<file path="src/rtl/ea_pkg.sv">
package ea_pkg;
  typedef enum logic [3:0] {
    MD_REG_DIR  = 4'd0,
    MD_REG_IND  = 4'd1,
    MD_DISP     = 4'd2,
    MD_POST_INC = 4'd3,
    MD_PRE_DEC  = 4'd4,
    MD_ABS_S    = 4'd5,
    MD_ABS_L    = 4'd6,
    MD_IMM_S    = 4'd7,
    MD_IMM_L    = 4'd8,
    MD_PC_REL   = 4'd9,
    MD_MEM_IND  = 4'd10
  } ea_mode_e;

  localparam int unsigned MODE_W = 4;
endpackage

</file>
<file path="src/rtl/ea_calc.sv">
module ea_calc
  import ea_pkg::*;
#(
  parameter int unsigned ADDR_W  = 16,
  parameter int unsigned SHORT_W = 8
) (
  input  logic [MODE_W-1:0]  mode_i,
  input  logic               word_i,
  input  logic [ADDR_W-1:0]  base_i,
  input  logic [ADDR_W-1:0]  pc_next_i,
  input  logic [SHORT_W-1:0] short_i,
  input  logic [ADDR_W-1:0]  long_i,
  output logic [ADDR_W-1:0]  addr_o,
  output logic               mem_o,
  output logic               imm_o,
  output logic               wb_en_o,
  output logic [ADDR_W-1:0]  wb_val_o,
  output logic               mis_o,
  output logic               ind_o
);
  localparam int unsigned EXT_W = ADDR_W - SHORT_W;

  logic [ADDR_W-1:0] step, top_page, zext, sext, dec_val;
  logic              align_chk;

  assign step     = word_i ? ADDR_W'(2) : ADDR_W'(1);
  assign top_page = {{EXT_W{1'b1}}, short_i};
  assign zext     = {{EXT_W{1'b0}}, short_i};
  assign sext     = {{EXT_W{short_i[SHORT_W-1]}}, short_i};
  assign dec_val  = base_i - step;

  always_comb begin
    addr_o    = '0;
    mem_o     = 1'b0;
    imm_o     = 1'b0;
    wb_en_o   = 1'b0;
    wb_val_o  = '0;
    ind_o     = 1'b0;
    align_chk = 1'b0;
    case (mode_i)
      MD_REG_IND: begin
        addr_o = base_i; mem_o = 1'b1; align_chk = 1'b1;
      end
      MD_DISP: begin
        addr_o = base_i + long_i; mem_o = 1'b1; align_chk = 1'b1;
      end
      MD_POST_INC: begin
        addr_o = base_i; mem_o = 1'b1; align_chk = 1'b1;
        wb_en_o = 1'b1; wb_val_o = base_i + step;
      end
      MD_PRE_DEC: begin
        addr_o = dec_val; mem_o = 1'b1; align_chk = 1'b1;
        wb_en_o = 1'b1; wb_val_o = dec_val;
      end
      MD_ABS_S: begin
        addr_o = top_page; mem_o = 1'b1; align_chk = 1'b1;
      end
      MD_ABS_L: begin
        addr_o = long_i; mem_o = 1'b1; align_chk = 1'b1;
      end
      MD_IMM_S: begin
        addr_o = zext; imm_o = 1'b1;
      end
      MD_IMM_L: begin
        addr_o = long_i; imm_o = 1'b1;
      end
      MD_PC_REL: begin
        addr_o = pc_next_i + sext; mem_o = 1'b1;
      end
      MD_MEM_IND: begin
        addr_o = top_page; ind_o = 1'b1;
      end
      default: ;
    endcase
  end

  // pointer fetch is always a word read
  assign mis_o = addr_o[0] & ((align_chk & word_i) | ind_o);
endmodule

</file>
<file path="src/rtl/ea_ind_seq.sv">
module ea_ind_seq (
  input  logic clk_i,
  input  logic rst_ni,
  input  logic launch_i,
  output logic busy_o
);
  typedef enum logic {ST_IDLE, ST_FETCH} ind_st_e;
  ind_st_e st_q, st_d;

  always_comb begin
    st_d = ST_IDLE;
    if (st_q == ST_IDLE && launch_i) st_d = ST_FETCH;
  end

  always_ff @(posedge clk_i or negedge rst_ni) begin
    if (!rst_ni) st_q <= ST_IDLE;
    else         st_q <= st_d;
  end

  assign busy_o = (st_q == ST_FETCH);
endmodule

</file>
<file path="src/rtl/ea_gen.sv">
module ea_gen
  import ea_pkg::*;
#(
  parameter int unsigned ADDR_W  = 16,
  parameter int unsigned SHORT_W = 8
) (
  input  logic               clk_i,
  input  logic               rst_ni,
  input  logic               start_i,
  input  logic [3:0]         mode_i,
  input  logic               word_i,
  input  logic [ADDR_W-1:0]  base_i,
  input  logic [ADDR_W-1:0]  pc_next_i,
  input  logic [SHORT_W-1:0] short_i,
  input  logic [ADDR_W-1:0]  long_i,
  input  logic [ADDR_W-1:0]  rd_data_i,
  output logic               valid_o,
  output logic [ADDR_W-1:0]  ea_o,
  output logic               mem_o,
  output logic               imm_o,
  output logic               wb_en_o,
  output logic [ADDR_W-1:0]  wb_val_o,
  output logic               misalign_o,
  output logic               busy_o,
  output logic               ind_rd_o
);
  logic [ADDR_W-1:0] c_addr, c_wb;
  logic c_mem, c_imm, c_wb_en, c_mis, c_ind;
  logic busy, accept;
  logic valid_q, mem_q, imm_q, wb_en_q, mis_q, ptr_mis_q;
  logic [ADDR_W-1:0] ea_q, wb_q;

  ea_calc #(.ADDR_W(ADDR_W), .SHORT_W(SHORT_W)) u_calc (
    .mode_i   (mode_i),
    .word_i   (word_i),
    .base_i   (base_i),
    .pc_next_i(pc_next_i),
    .short_i  (short_i),
    .long_i   (long_i),
    .addr_o   (c_addr),
    .mem_o    (c_mem),
    .imm_o    (c_imm),
    .wb_en_o  (c_wb_en),
    .wb_val_o (c_wb),
    .mis_o    (c_mis),
    .ind_o    (c_ind)
  );

  assign accept = start_i & ~busy;

  ea_ind_seq u_seq (
    .clk_i   (clk_i),
    .rst_ni  (rst_ni),
    .launch_i(accept & c_ind),
    .busy_o  (busy)
  );

  always_ff @(posedge clk_i or negedge rst_ni) begin
    if (!rst_ni) begin
      valid_q   <= 1'b0;
      mem_q     <= 1'b0;
      imm_q     <= 1'b0;
      wb_en_q   <= 1'b0;
      mis_q     <= 1'b0;
      ptr_mis_q <= 1'b0;
      ea_q      <= '0;
      wb_q      <= '0;
    end else begin
      valid_q <= 1'b0;
      mem_q   <= 1'b0;
      imm_q   <= 1'b0;
      wb_en_q <= 1'b0;
      mis_q   <= 1'b0;
      if (busy) begin
        valid_q <= 1'b1;
        mem_q   <= 1'b1;
        mis_q   <= ptr_mis_q;
        ea_q    <= rd_data_i;
      end else if (accept) begin
        ea_q <= c_addr;
        if (c_ind) begin
          ptr_mis_q <= c_mis;
        end else begin
          valid_q <= 1'b1;
          mem_q   <= c_mem;
          imm_q   <= c_imm;
          wb_en_q <= c_wb_en;
          mis_q   <= c_mis;
          if (c_wb_en) wb_q <= c_wb;
        end
      end
    end
  end

  assign valid_o    = valid_q;
  assign ea_o       = ea_q;
  assign mem_o      = mem_q;
  assign imm_o      = imm_q;
  assign wb_en_o    = wb_en_q;
  assign wb_val_o   = wb_q;
  assign misalign_o = mis_q;
  assign busy_o     = busy;
  assign ind_rd_o   = busy;
endmodule

</file>
<file path="config.mk">
export PLATFORM = sky130hd
export DESIGN_NAME = ea_gen
export DESIGN_NICKNAME = d
export VERILOG_FILES = /design/src/rtl/ea_pkg.sv /design/src/rtl/ea_calc.sv /design/src/rtl/ea_ind_seq.sv /design/src/rtl/ea_gen.sv
export SDC_FILE = /design/constraint.sdc
export NUM_CORES = 1
export LEC_CHECK = 0
export BUFFER_PORTS_ARGS = -buffer_cell sky130_fd_sc_hd__buf_2
export CORE_ASPECT_RATIO = 1.2
export CORE_UTILIZATION = 50
export DETAILED_ROUTE_END_ITERATION = 10
export GPL_TIMING_DRIVEN = 0
export PLACE_DENSITY = 0.79
export SLEW_MARGIN = 20
export SYNTH_ARGS = -nofsm -noshare
export SYNTH_HDL_FRONTEND = slang
export SYNTH_HIERARCHICAL = 1
export SYNTH_SLANG_ARGS = --single-unit
export TNS_END_PERCENT = 1
</file>
<file path="constraint.sdc">
create_clock -name clk_i -period 1.46 [get_ports clk_i]
set_clock_uncertainty 0.1 [all_clocks]
set_input_delay 0.146 -clock clk_i [delete_from_list [all_inputs] [get_ports clk_i]]
set_output_delay 0.146 -clock clk_i [all_outputs]
set_load 0.05 [all_outputs]
</file>
After elaboration in Yosys (flattened, before gate mapping)
Cells that the tools add are included.
- register bits: 39
- output and inout bits: 39
- bits of input ports: 80
- word-level logic and storage cells: 67
- mux-type cells: 26
- $add $sub $neg: 4
- bitwise gates (word level): 7
- reductions and logical operators: 11
- eq/ne operators: 10
- operator list (cell ; number):
    one-hot mux 16 bit (7 select lines) ; 1
    adder 16 bit ; 3
    2-to-1 mux 16 bit ; 2
    one-hot mux 16 bit (2 select lines) ; 1
    2-to-1 mux 1 bit ; 21
    equality test 4 x 3 -> 1 bit (second input constant) ; 4
    subtractor 16 bit ; 1
    equality test 4 bit (second input constant) ; 3
    OR reduction 2 bit ; 5
    equality test 4 x 2 -> 1 bit (second input constant) ; 2
    OR reduction 7 bit ; 1
    OR reduction 6 bit ; 1
    AND 1 bit ; 4
    equality test 4 x 1 -> 1 bit (second input constant) ; 1
    AND reduction 4 bit ; 1
    AND reduction 3 bit ; 1
    2-to-1 mux 2 bit ; 1
    NOT 1 bit ; 2
    nonzero test 2 bit ; 1
    logical AND 1 bit ; 1
    bitwise OR 1 bit ; 1

Longest topological paths before layout
- depth after elaboration: 9
- mapped depth: 13
- gate-level depth less buffers: 13

By module
The synthesis kept the hierarchy.
- by module, submodules not included (module ; seq. area each (sq um) ; times used ; area an instance (sq um) ; cells each):
    ea_calc ; 0.0 ; 1 ; 3130.5 ; 457
    ea_gen ; 950.9 ; 1 ; 1612.8 ; 121
    ea_ind_seq ; 25.0 ; 1 ; 38.8 ; 2

Least setup slack after synthesis
OpenSTA, ideal clock, no wires.
- path type: input-to-reg
- start: input port word_i
- end: register ea_q[14] (netlist: ea_o[14])
- arrival time: 2.305 ns
- stages on the path: 13
- setup slack: -1.081 ns
- data required time: 1.224 ns
- buffers on the path: 0
- setup time: 0.136 ns
- cell sequence: inv_1 ha_1 inv_1 fa_1 nor3_1 nand2_1 nor2_4 xnor2_1 nand2_1 o211ai_1 a211o_1 mux2i_1 o21ai_0
- cells in the longest elaborated chain, start to end: 5
- ends and longest elaborated chain (what ; RTL line ; RTL):
    start, declared ; ea_gen.sv:11 ; input logic word_i,
    2-to-1 mux 2 bit ; ea_calc.sv:26 ; assign step = word_i ? ADDR_W'(2) : ADDR_W'(1);
    subtractor 16 bit ; ea_calc.sv:30 ; assign dec_val = base_i - step;
    one-hot mux 16 bit (7 select lines) ; ea_calc.sv:40 ; case (mode_i)
    net c_addr[14] ; ea_gen.sv:27 ; logic [ADDR_W-1:0] c_addr, c_wb;
    2-to-1 mux 16 bit ; ea_gen.sv:79 ; end else if (accept) begin
    2-to-1 mux 16 bit ; ea_gen.sv:74 ; if (busy) begin
    end signal, assigned ; ea_gen.sv:78 ; ea_q <= rd_data_i;
    end signal, assigned ; ea_gen.sv:80 ; ea_q <= c_addr;
    end, declared ; ea_gen.sv:31 ; logic [ADDR_W-1:0] ea_q, wb_q;
The timed path passes the listed nets, and every way through them passes these cells. The select of a mux whose other input is x is not followed.
A chain may end at the register's enable or synchronous reset.

Final worst setup path
- start: input port base_i[6]
- end: register ea_q[11] (netlist: ea_o[11])
- cells in the longest elaborated chain, start to end: 4
- elaborated cells on any way between the ends: 5
- those cells by class: 2 x add/sub; 3 x mux
- ends and longest elaborated chain (what ; RTL line ; RTL):
    start, declared ; ea_gen.sv:12 ; input logic [ADDR_W-1:0] base_i,
    subtractor 16 bit / adder 16 bit (equally long branches) ; ea_calc.sv:30, ea_calc.sv:45 ;
    one-hot mux 16 bit (7 select lines) * ; ea_calc.sv:40 ;
    net c_addr[11] ; ea_gen.sv:27 ;
    2-to-1 mux 16 bit * ; ea_gen.sv:79 ;
    2-to-1 mux 16 bit * ; ea_gen.sv:74 ;
Mark *: on every way through the listed nets, which the timed path passes. The rest lies on a longest branch. The select of a mux whose other input is x is not followed.

==> out/qor.csv <==
stage,metric,value,unit
run_status,status,"finished, violations left",
run_status,violations,negative setup slack,
pwr,pwr-share-clk,19.4,%
global_routing,grt_first_pass_wirelength,25.1,mm
critical_path,crit_fanout,6,
synth,yosysUniqueCellTypes,79,
clocking,clk_root_buffer_cell,clkbuf_8,
clocking,ctsHtreeMaxLevel,2,
synth,netlist_instances,580,
synth,yosys-top-cells-area,"dfrtp_1, ha_1, o21ai_0, xnor2_1, nand2_1",
critical_path,crit_path_end_kind,register,
critical_path,critical_path_arrival,2.43,ns
place,placedCellCount,818,
routing,vias_per_cell,6.15,
floorplan,start_util,52.1,%
pwr,power_density,725,nW/um^2
critical_path,worstPathRequired,1.54,ns
synth,syn_nets,699,
floorplan,placementRows,38,
cells_and_area,num_antenna_cells,0,
pwr,p_int,2.65,mW
sta,setup_ws,-0.887,ns
clocking,clock_path_buffers,2,
synth,yosysSeqAreaShare,20.4,%
floorplan,io_pins,119,
cells_and_area,synthToLayoutAreaGrowth,34.7,%
global_routing,overflow,0,
synth,ys.flop_type,dfrtp_1,
cells_and_area,final_nets,859,
routing,totalWireLength,16.2,mm
pwr,p_total,4.67,mW
floorplan,fp.dieH,109,um
pwr,leakage,2.90,nW
cells_and_area,layout.cells.non_filler,860,
global_routing,antenna_found_initial,0,
critical_path,max_stage_delay,0.37,ns
clocking,numCtsBuffers,5,
place,io_buffers,118,
synth,synth-seq-cells,39,
synth,synth-edff-count,0,
floorplan,dieArea,9960,um^2
floorplan,die_x,91.3,um
global_routing,grtUsageTotal,32.1,%
global_routing,grt_max_degree,40,
synth,synthAdderAreaFrac,10.8,%
place,dp_hpwl,12.1,mm
critical_path,critPathLaunchType,primary input,
cells_and_area,drive_above_1_share,35.3,%
routing,routedWlPerCell,18.9,um
synth,synth_area,4780,um^2
place,gp_congestion,0.970,
run,maxCapViolCount,0,
routing,final_antenna_net_count,0,
synth,synthMuxAreaShare,8.71,%
critical_path,crit_chain,buf_2 -> buf_4 -> nor4_4 -> nand4b_1 -> buf_4 -> nor4_4 -> xnor2_1 -> o221ai_1 -> a21oi_1 -> o21ai_1 -> mux2i_1 -> o21ai_1,
pwr,p_comb_share,52.6,%
synth,synth_compound_area_share,27.5,%
pwr,sw_frac_of_total,43.3,%
cells_and_area,mostFrequentLayoutCells,"buf_2, nand2_1, o21ai_0",
routing,dr.pass1.iters,8,
sta,setup_viol,35,
sta,worst_slew_pin_slew,0.942,ns
clocking,cts_tree,done,
routing,drc,0,
sta,relSlewSlack,37.2,%
sta,rsz0062_at_grt,true,
synth,synth_top_area_share,20.4,%
synth,synth_top_family_by_area,compound AO/OA/AOI/OAI gates,
pwr,switchingPower,2.02,mW
clocking,clk_pin_slew,0.08,ns
synth,synth_simple_gate_area_share,18.4,%
sta,drv_slew,0,
routing,vias,5293,
synth,synth_xor_xnor_area_share,7.88,%
place,preCtsSetupSlack,-1.47,ns
cells_and_area,final_common_cell,buf_2,
pwr,irDropWorstVdd,0.000424,V
pwr,seqPwrFrac,27.9,%
synth,postSynth.asyncResetShare,100,%
worst_hold_path,hold_path.class,primary input to register,
sta,clock.fmax,426,MHz
sta,finalHoldViolations,0,
clocking,cts_sinks,39,
clocking,clk_latency,0.30,ns
sta,finalCritPeriodShare,161,%
synth,avgSynthCellArea,8.24,um^2
synth,synth.largest_area_cell,dfrtp_1,
cells_and_area,final_util,70.2,%
critical_path,worstSetupPathType,primary input to register,
global_routing,grt_pass1_vias,5009,
sta,post-route-min-period,2.35,ns
floorplan,core,9180,um^2
critical_path,cp_slowest_cell,nor4_4,
synth,yosys_warnings,6,
routing,drt_iter0_drc,374,
## stage by stage
step | setup TNS [ns] | instance area, um^2 | hold slack (ns)
2_1_floorplan | -20.73 | 4820 | -0.250
3_3_place_gp | -43.50 | 5560 | 0.221
3_5_place_dp | -42.96 | 5560 | 0.238
4_1_cts | -17.26 | 6140 | 0.205
5_1_grt | -20.61 | 6440 | 0.222
6_report | -17.36 | 6440 | 0.218
## worst paths after layout
kind                               from      endpoint  slack (ns)  cells after the start
max in group asynchronous        rst_ni    misalign_o        0.21                      2
min in group asynchronous        rst_ni       ea_o[3]        0.45                      2
min                             start_i  u_seq/busy_o        0.22                      3
min reg2reg                 wb_val_o[9]   wb_val_o[9]        0.40                      1
max                           base_i[6]      ea_o[11]       -0.89                     12
max reg2reg                u_seq/busy_o   wb_val_o[4]       -0.16                      4
## what timing repair did
item | 4_1_cts | 5_1_grt
endpoints found under the hold margin | 55 | 0
endpoints found under the setup margin | 36 | 36
resized for setup | 71 | 66
pin swaps | 14 | 28
gates cloned | 0 | 0
hold buffers | 17 | 0
setup buffers | 5 | 13
## synth_stat cells (5+ instances only)
master	instances
a22oi_1	11
ha_1	35
a221oi_1	9
a221o_1	6
o21ai_0	62
a21o_1	8
nor2b_1	9
nor3_1	8
buf_2	5
xor2_1	11
mux2_2	9
dfrtp_1	39
and3_1	7
nor2_1	39
mux2i_1	18
inv_1	24
xnor2_1	32
o21a_1	5
nand2b_1	8
a31oi_1	5
a21oi_1	34
mux2_4	9
nand3_1	15
clkbuf_1	18
nand2_1	56
a211oi_1	7
## power by group through the flow
stage / clock [mW] / combinational [mW] / sequential (mW)
6_report: 0.908 / 2.46 / 1.30
3_3_place_gp: 0 / 2.13 / 1.32
5_1_grt: 0.962 / 2.62 / 1.33
3_5_place_dp: 0 / 2.17 / 1.32
2_1_floorplan: 0 / 1.04 / 1.86
4_1_cts: 0.937 / 2.32 / 1.30
## logic make-up after synthesis
kind of cell	after synthesis
xor gates and xnor gates	43
buffers and inverters	58
muxes	36
AOI/OAI and AO/OA	193
adders and majority gates	39
and+or+nand+nor	172
DFF	39
## registers in the layout (all words and copies together), names as in the netlist
| name | count |
|---|---|
| wb_val_o | 16 |
| u_seq/busy_o | 1 |
| misalign_o | 1 |
| ea_o | 16 |
| mem_o | 1 |
| imm_o | 1 |
| ptr_mis_q | 1 |
| valid_o | 1 |
| wb_en_o | 1 |
## area by class of cell
| type | instances | area (um^2) |
|---|---|---|
| sequential | 39 | 976 |
| clock inverter | 1 | 30.0 |
| clock buffer | 6 | 72.6 |
| tap | 120 | 150 |
| timing repair buffer | 153 | 953 |
| inverter | 24 | 103 |
| buffer | 34 | 263 |
| multi-input combinational | 483 | 3900 |
| fill | 730 | 2730 |
## routing by layer
metal  share of wire, %  GRT usage [%]
met1                 40           39.0
met5                  0              0
met2                 50           57.9
met4                2.6           12.2
met3                7.0           4.25
## critical path, delay by kind of cell
family                 cells  cell delay (ns)
AO/OA/AOI/OAI              4             0.56
XOR/XNOR                   1             0.21
buffers and inverters      3             0.52
multiplexers               1             0.16
AND/OR/NAND/NOR            3             0.81
Power figures use the tool's default switching activity.
